### config.mk
export PLATFORM = sky130hd
export DESIGN_NAME = wdog_top
export DESIGN_NICKNAME = d
export VERILOG_FILES = /design/src/rtl/wdog_pkg.sv /design/src/rtl/wdog_regfile.sv /design/src/rtl/wdog_down_cnt.sv /design/src/rtl/wdog_alarm.sv /design/src/rtl/wdog_top.sv
export SDC_FILE = /design/constraint.sdc
export NUM_CORES = 1
export LEC_CHECK = 0
export BUFFER_PORTS_ARGS = -buffer_cell sky130_fd_sc_hd__buf_4
export CORE_ASPECT_RATIO = 2
export CORE_MARGIN = 2
export CORE_UTILIZATION = 35
export CTS_BUF_LIST = sky130_fd_sc_hd__clkbuf_16
export CTS_CLUSTER_DIAMETER = 60
export DETAILED_ROUTE_END_ITERATION = 16
export GPL_TIMING_DRIVEN = 0
export PLACE_DENSITY = 0.61
export SETUP_SLACK_MARGIN = 0.1
export SYNTH_ARGS = -nofsm -noshare
export SYNTH_HDL_FRONTEND = slang
export SYNTH_HIERARCHICAL = 1
export SYNTH_SLANG_ARGS = --single-unit
### constraint.sdc
create_clock -name clk -period 7.74 [get_ports clk]
set_input_delay 0.387 -clock clk [delete_from_list [all_inputs] [get_ports clk]]
set_output_delay 0.387 -clock clk [all_outputs]
set_load 0.02 [all_outputs]
### src/rtl/wdog_pkg.sv
package wdog_pkg;
    localparam int          DATA_W     = 32;
    localparam logic [31:0] KICK_KEY   = 32'h0000_5AB9;
    localparam logic [31:0] REV_CODE   = 32'h0001_0601;
    localparam logic [31:0] RELOAD_RST = 32'h03EF_1480;
    localparam logic [31:0] ALEN_RST   = 32'd4;

    // word index = byte offset / 4
    localparam logic [2:0] IDX_COUNT  = 3'd0;
    localparam logic [2:0] IDX_RELOAD = 3'd1;
    localparam logic [2:0] IDX_KICK   = 3'd2;
    localparam logic [2:0] IDX_CTRL   = 3'd3;
    localparam logic [2:0] IDX_STAT   = 3'd4;
    localparam logic [2:0] IDX_CLR    = 3'd5;
    localparam logic [2:0] IDX_ALEN   = 3'd6;
    localparam logic [2:0] IDX_REV    = 3'd7;

    typedef enum logic [1:0] {
        ST_OFF   = 2'd0,
        ST_COUNT = 2'd1,
        ST_FIRED = 2'd2
    } cnt_state_e;

    typedef struct packed {
        logic clk_sel;   // bit 4
        logic ext_en;    // bit 3
        logic irq_en;    // bit 2
        logic rst_en;    // bit 1
        logic run;       // bit 0
    } ctrl_t;
endpackage

### src/rtl/wdog_regfile.sv
module wdog_regfile
    import wdog_pkg::*;
#(
    parameter int ADDR_W = 8
) (
    input  logic              clk,
    input  logic              rst_n,
    input  logic              bus_wr,
    input  logic              bus_rd,
    input  logic [ADDR_W-1:0] bus_addr,
    input  logic [DATA_W-1:0] bus_wdata,
    input  logic              expire,
    input  logic [DATA_W-1:0] cnt_val,
    output ctrl_t             ctrl_q,
    output logic [DATA_W-1:0] reload_q,
    output logic [DATA_W-1:0] alen_q,
    output logic              status_q,
    output logic              ctrl_wr,
    output logic              kick_ok,
    output logic [DATA_W-1:0] bus_rdata
);
    localparam int IDX_LSB = 2;
    localparam int MAP_TOP = IDX_LSB + 3;

    logic       mapped;
    logic [2:0] idx;
    logic       reload_wr, alen_wr, clr_wr, kick_wr;

    always_comb begin
        mapped    = (bus_addr[IDX_LSB-1:0] == '0) && ((bus_addr >> MAP_TOP) == '0);
        idx       = bus_addr[MAP_TOP-1:IDX_LSB];
        ctrl_wr   = bus_wr && mapped && (idx == IDX_CTRL);
        reload_wr = bus_wr && mapped && (idx == IDX_RELOAD);
        alen_wr   = bus_wr && mapped && (idx == IDX_ALEN);
        clr_wr    = bus_wr && mapped && (idx == IDX_CLR);
        kick_wr   = bus_wr && mapped && (idx == IDX_KICK);
        kick_ok   = kick_wr && ctrl_q.run && (bus_wdata == KICK_KEY);
    end

    always_ff @(posedge clk or negedge rst_n) begin
        if (!rst_n) begin
            ctrl_q   <= '0;
            reload_q <= RELOAD_RST;
            alen_q   <= ALEN_RST;
        end else begin
            if (ctrl_wr)   ctrl_q   <= ctrl_t'(bus_wdata[$bits(ctrl_t)-1:0]);
            if (reload_wr) reload_q <= bus_wdata;
            if (alen_wr)   alen_q   <= bus_wdata;
        end
    end

    // expiry has priority over a simultaneous clear
    always_ff @(posedge clk or negedge rst_n) begin
        if (!rst_n)                    status_q <= 1'b0;
        else if (expire)               status_q <= 1'b1;
        else if (clr_wr && bus_wdata[1]) status_q <= 1'b0;
    end

    always_comb begin
        bus_rdata = '0;
        if (bus_rd && mapped) begin
            unique case (idx)
                IDX_COUNT:  bus_rdata = ctrl_q.run ? cnt_val : reload_q;
                IDX_RELOAD: bus_rdata = reload_q;
                IDX_CTRL:   bus_rdata = DATA_W'(ctrl_q);
                IDX_STAT:   bus_rdata = DATA_W'({status_q, 1'b0});
                IDX_ALEN:   bus_rdata = alen_q;
                IDX_REV:    bus_rdata = REV_CODE;
                IDX_KICK, IDX_CLR: bus_rdata = '0;
                default:    bus_rdata = '0;
            endcase
        end
    end
endmodule

### src/rtl/wdog_down_cnt.sv
module wdog_down_cnt
    import wdog_pkg::*;
(
    input  logic              clk,
    input  logic              rst_n,
    input  logic              tick_en,
    input  logic              ctrl_wr,
    input  logic              run_wdata,
    input  logic              kick_ok,
    input  logic [DATA_W-1:0] reload,
    output logic [DATA_W-1:0] cnt_q,
    output logic              expire,
    output cnt_state_e        state_q
);
    cnt_state_e        state_d;
    logic [DATA_W-1:0] load_val;
    logic              arm, disarm;

    always_comb begin
        load_val = (reload == '0) ? DATA_W'(1) : reload;
        arm      = ctrl_wr && run_wdata;
        disarm   = ctrl_wr && !run_wdata;
    end

    // next state and expiry strobe
    always_comb begin
        state_d = state_q;
        expire  = 1'b0;
        unique case (state_q)
            ST_OFF:   if (arm) state_d = ST_COUNT;
            ST_COUNT: begin
                if (disarm)                             state_d = ST_OFF;
                else if (!kick_ok && tick_en && cnt_q == DATA_W'(1)) begin
                    state_d = ST_FIRED;
                    expire  = 1'b1;
                end
            end
            ST_FIRED: begin
                if (disarm)       state_d = ST_OFF;
                else if (kick_ok) state_d = ST_COUNT;
            end
            default:              state_d = ST_OFF;
        endcase
    end

    always_ff @(posedge clk or negedge rst_n) begin
        if (!rst_n) state_q <= ST_OFF;
        else        state_q <= state_d;
    end

    // counter datapath
    always_ff @(posedge clk or negedge rst_n) begin
        if (!rst_n) begin
            cnt_q <= '0;
        end else begin
            unique case (state_q)
                ST_OFF:   if (arm) cnt_q <= load_val;
                ST_COUNT: begin
                    if (disarm)       cnt_q <= cnt_q;
                    else if (kick_ok) cnt_q <= load_val;
                    else if (tick_en) cnt_q <= cnt_q - DATA_W'(1);
                end
                ST_FIRED: if (!disarm && kick_ok) cnt_q <= load_val;
                default:  cnt_q <= '0;
            endcase
        end
    end
endmodule

### src/rtl/wdog_alarm.sv
module wdog_alarm
    import wdog_pkg::*;
(
    input  logic              clk,
    input  logic              rst_n,
    input  logic              tick_en,
    input  logic              expire,
    input  logic [DATA_W-1:0] alen,
    input  logic              rst_en,
    input  logic              irq_en,
    input  logic              ext_en,
    output logic              pulse_active,
    output logic              wdt_rst_req,
    output logic              wdt_irq,
    output logic              wdt_ext
);
    logic [DATA_W-1:0] win_q;

    always_ff @(posedge clk or negedge rst_n) begin
        if (!rst_n)                     win_q <= '0;
        else if (expire)                win_q <= (alen == '0) ? DATA_W'(1) : alen;
        else if (win_q != '0 && tick_en) win_q <= win_q - DATA_W'(1);
    end

    always_ff @(posedge clk or negedge rst_n) begin
        if (!rst_n) wdt_rst_req <= 1'b0;
        else        wdt_rst_req <= expire && rst_en;
    end

    always_comb begin
        pulse_active = (win_q != '0);
        wdt_irq      = pulse_active && irq_en;
        wdt_ext      = pulse_active && ext_en;
    end
endmodule

### src/rtl/wdog_top.sv
module wdog_top
    import wdog_pkg::*;
#(
    parameter int ADDR_W = 8
) (
    input  logic              clk,
    input  logic              rst_n,
    input  logic              tick_en,
    input  logic              bus_wr,
    input  logic              bus_rd,
    input  logic [ADDR_W-1:0] bus_addr,
    input  logic [31:0]       bus_wdata,
    output logic [31:0]       bus_rdata,
    output logic              wdt_rst_req,
    output logic              wdt_irq,
    output logic              wdt_ext
);
    ctrl_t             ctrl_q;
    logic [DATA_W-1:0] reload_q, alen_q, cnt_val;
    logic              status_flag, ctrl_wr, kick_ok, expire, pulse_active;
    cnt_state_e        cnt_state;

    wdog_regfile #(.ADDR_W(ADDR_W)) u_regs (
        .clk(clk), .rst_n(rst_n),
        .bus_wr(bus_wr), .bus_rd(bus_rd), .bus_addr(bus_addr), .bus_wdata(bus_wdata),
        .expire(expire), .cnt_val(cnt_val),
        .ctrl_q(ctrl_q), .reload_q(reload_q), .alen_q(alen_q), .status_q(status_flag),
        .ctrl_wr(ctrl_wr), .kick_ok(kick_ok), .bus_rdata(bus_rdata)
    );

    wdog_down_cnt u_cnt (
        .clk(clk), .rst_n(rst_n), .tick_en(tick_en),
        .ctrl_wr(ctrl_wr), .run_wdata(bus_wdata[0]), .kick_ok(kick_ok),
        .reload(reload_q), .cnt_q(cnt_val), .expire(expire), .state_q(cnt_state)
    );

    wdog_alarm u_alarm (
        .clk(clk), .rst_n(rst_n), .tick_en(tick_en), .expire(expire), .alen(alen_q),
        .rst_en(ctrl_q.rst_en), .irq_en(ctrl_q.irq_en), .ext_en(ctrl_q.ext_en),
        .pulse_active(pulse_active),
        .wdt_rst_req(wdt_rst_req), .wdt_irq(wdt_irq), .wdt_ext(wdt_ext)
    );
endmodule

==> results.json <==
{
  "min_path_type": "in2async",
  "drt_iter0_drc": 812,
  "gp_congestion": 0.945,
  "final.setup_skew_ns": 0.00903,
  "cts_root_buf": "clkbuf_16",
  "vias": 8599,
  "final_nets": 1084,
  "synth_area_leaders": "dfrtp_1, mux2_2, mux2_4",
  "groute.usage.overall_pct": 24.6,
  "fin_cells": 1389,
  "ys_ff_latch": 137,
  "grt_pass1_vias": 8644,
  "tns_ns": 0,
  "yosysTopAreaCell": "dfrtp_1",
  "synth-seq-area-share_pct": 38.3,
  "die_w_um": 117,
  "drive_above_1_share_pct": 22.3,
  "ctsResizeCount": 0,
  "core_um2": 25400,
  "rows": 83,
  "die_area_um2": 27000,
  "cts.clk_slew.worst_paths_ns": 0.07,
  "drt_wl_total_um": 32700,
  "timing.rr.end": "u_alarm/win_q[15]",
  "required_ns": 8.03,
  "htreeDepth": 4,
  "setup_viol": 0,
  "ys_types": 78,
  "numCtsBuffers": 17,
  "grt_max_degree": 77,
  "netlist_area_um2": 8980,
  "post_drt_wl_per_cell_um": 23.5,
  "clockBufferDepth": 2,
  "area_delta_synth_final_pct": 18.1,
  "ys_async_sr_fraction_pct": 100,
  "top_layer": "met4",
  "synthFlopType": "dfrtp_1",
  "syn_avg_cell_area_um2": 9.57,
  "insertion_delay_ns": 0.43,
  "worst-setup-path-type": "in2reg",
  "power_w": 0.00319,
  "grt_antenna_before_repair": 0,
  "arrival_ns": 4.68,
  "synth_top_area_share_pct": 34.5,
  "status": "complete, no violations",
  "placed_cells": 1357,
  "p_leak_nw": 4.40,
  "overflow": 0,
  "cts_tree": "yes",
  "finish.utilization_pct": 41.7,
  "io_pins": 80,
  "crit_path_start_kind": "input pin",
  "initial_core_util_pct": 35.3,
  "dr.pass1.iters": 5,
  "maxCapViolCount": 0,
  "setup_ws_ns": 3.35,
  "synthCells": 939,
  "r2r-start": "u_regs/ctrl_q[0]",
  "rr_worst_depth": 13,
  "pre_cts_ws_ns": 3.09,
  "ant_nets": 0,
  "dr_wl_met2_um": 15200,
  "numPortBuffers": 77,
  "layout_commonest_cell": "dfrtp_1",
  "period_minus_slack_ns": 4.39,
  "rsz0062_at_grt": "false",
  "viasPerCell": 6.19,
  "rrSetupSlack_ns": 3.51,
  "yosysWarnings": 6,
  "drv_slew": 0,
  "dr_wl_met3_um": 2170,
  "diodes": 0,
  "die_h_um": 231,
  "powerDensity_nw_per_um2": 301,
  "syn_nets": 987,
  "wl_met1_um": 14200,
  "drcViolationCount": 0,
  "cp_max_fo": 10,
  "cts_setup_buffers": 0,
  "postCtsHoldBufs": 0,
  "cts.sinks": 137,
  "mostFrequentLayoutCells": "dfrtp_1, buf_4, nor2_1, a21oi_1, clkbuf_1",
  "ir_drop_mv": 0.249,
  "dp_hpwl_um": 24400,
  "slew_headroom_pct": 17.4,
  "fin_crit_sh_pct": 56.7,
  "synth_edf_count": 0,
  "grt_pass1_wl_um": 50300,
  "cp-end-kind": "flip-flop",
  "hold_viol": 0,
  "worstMarginPinSlew_ns": 1.23,
  "max_freq_ghz": 0.228
}
==> logic make-up (layout without fill, tap and decap cells) <==
family,Yosys count,in the layout,share of synthesized area [%]
simple gates,329,329,21.4
flops,137,137,38.3
fa+ha+maj,3,3,0.418
mux,103,103,13.7
compound gates,270,270,20.7
buf+inv,91,201,4.89
xor+xnor,6,6,0.585
==> worst max-delay path, stage by stage <==
cell	delay, ns
clkbuf_1	0.47
clkbuf_1	0.44
nor3_1	0.12
and4_1	0.33
or4b_2	0.66
nor4b_1	0.28
and4_1	0.28
and2_1	0.39
clkbuf_1	0.49
clkbuf_1	0.48
nor3_1	0.13
nand3_1	0.11
nand3_1	0.10
==> flip-flops by register name, summed over array words and instances (netlist names) <==
name / count
u_cnt/cnt_q: 32
u_regs/reload_q: 32
u_alarm/win_q: 32
u_alarm/wdt_rst_req: 1
u_regs/alen_q: 32
u_regs/status_q: 1
u_regs/ctrl_q: 5
u_cnt/state_q: 2
==> report_power, final <==
part,total [W],internal (W),switching (W)
logic,0.00127,0.000457,0.000813
registers,0.00108,0.000857,0.000224
clock network,0.000839,0.000481,0.000357
==> cell type report <==
cell class              instances  area [um^2]
fillers                      2568        14800
repair buffers                 78          609
clock buffers                  17          425
well taps                     340          425
flip-flops and latches        137         3440
plain buffers                  69          354
inverters                      22         85.1
multi-input cells             711         5100
clock inverters                15          163
==> routing by layer <==
layer	vias to the layer above	track usage [%]
li1	3852	-
met1	4279	34.4
met2	392	38.0
met3	76	3.78
met4	0	9.19
met5	-	0
==> per-stage QoR <==
step,cell area [um^2],hold WS [ns]
after floorplan,8980,0.0914
after global placement,9990,0.503
after detailed placement,10000,0.490
after CTS,10600,0.0292
after global routing,10600,0.0646
final,10600,0.00791
==> synthesized netlist by cell type (all sizes together) (4+ instances only) <==
cell and instances:
dfrtp 124, a32oi 4, and3 4, nand4b 7
nand2 44, a22oi 5, a211oi 30, a22o 4
nor2b 8, and2 8, nand2b 5, o21ai 47
a31oi 22, clkbuf 48, nand3 29, a2bb2oi 28
o41ai 5, o22a 4, nor4 41, nor3b 4
mux2i 33, nor3 27, o31ai 9, or3 13
nand4 17, a21oi 56, o211ai 13, or4 26
nor2 66, mux2 70, or4b 4, or2 5
inv 22, nor4b 5, or3b 4, and4 6
dfstp 13, o311ai 4, o31a 5, a221o 6
buf 21, o21a 6
==> how the worst max path moves through the flow <==
stage	to	slack (ns)	startpoint	depth (start not counted)
after global routing	u_alarm/win_q[15]	3.24	bus_addr[2]	13
final	u_alarm/win_q[15]	3.35	bus_addr[2]	13
after detailed placement	u_alarm/win_q[15]	3.09	bus_addr[2]	13
after global placement	u_alarm/win_q[15]	3.10	bus_addr[2]	13
after floorplan	u_alarm/win_q[15]	4.36	bus_addr[2]	13
after CTS	u_alarm/win_q[15]	3.52	bus_addr[2]	13
Note: power is estimated with default switching activity, not from simulation.
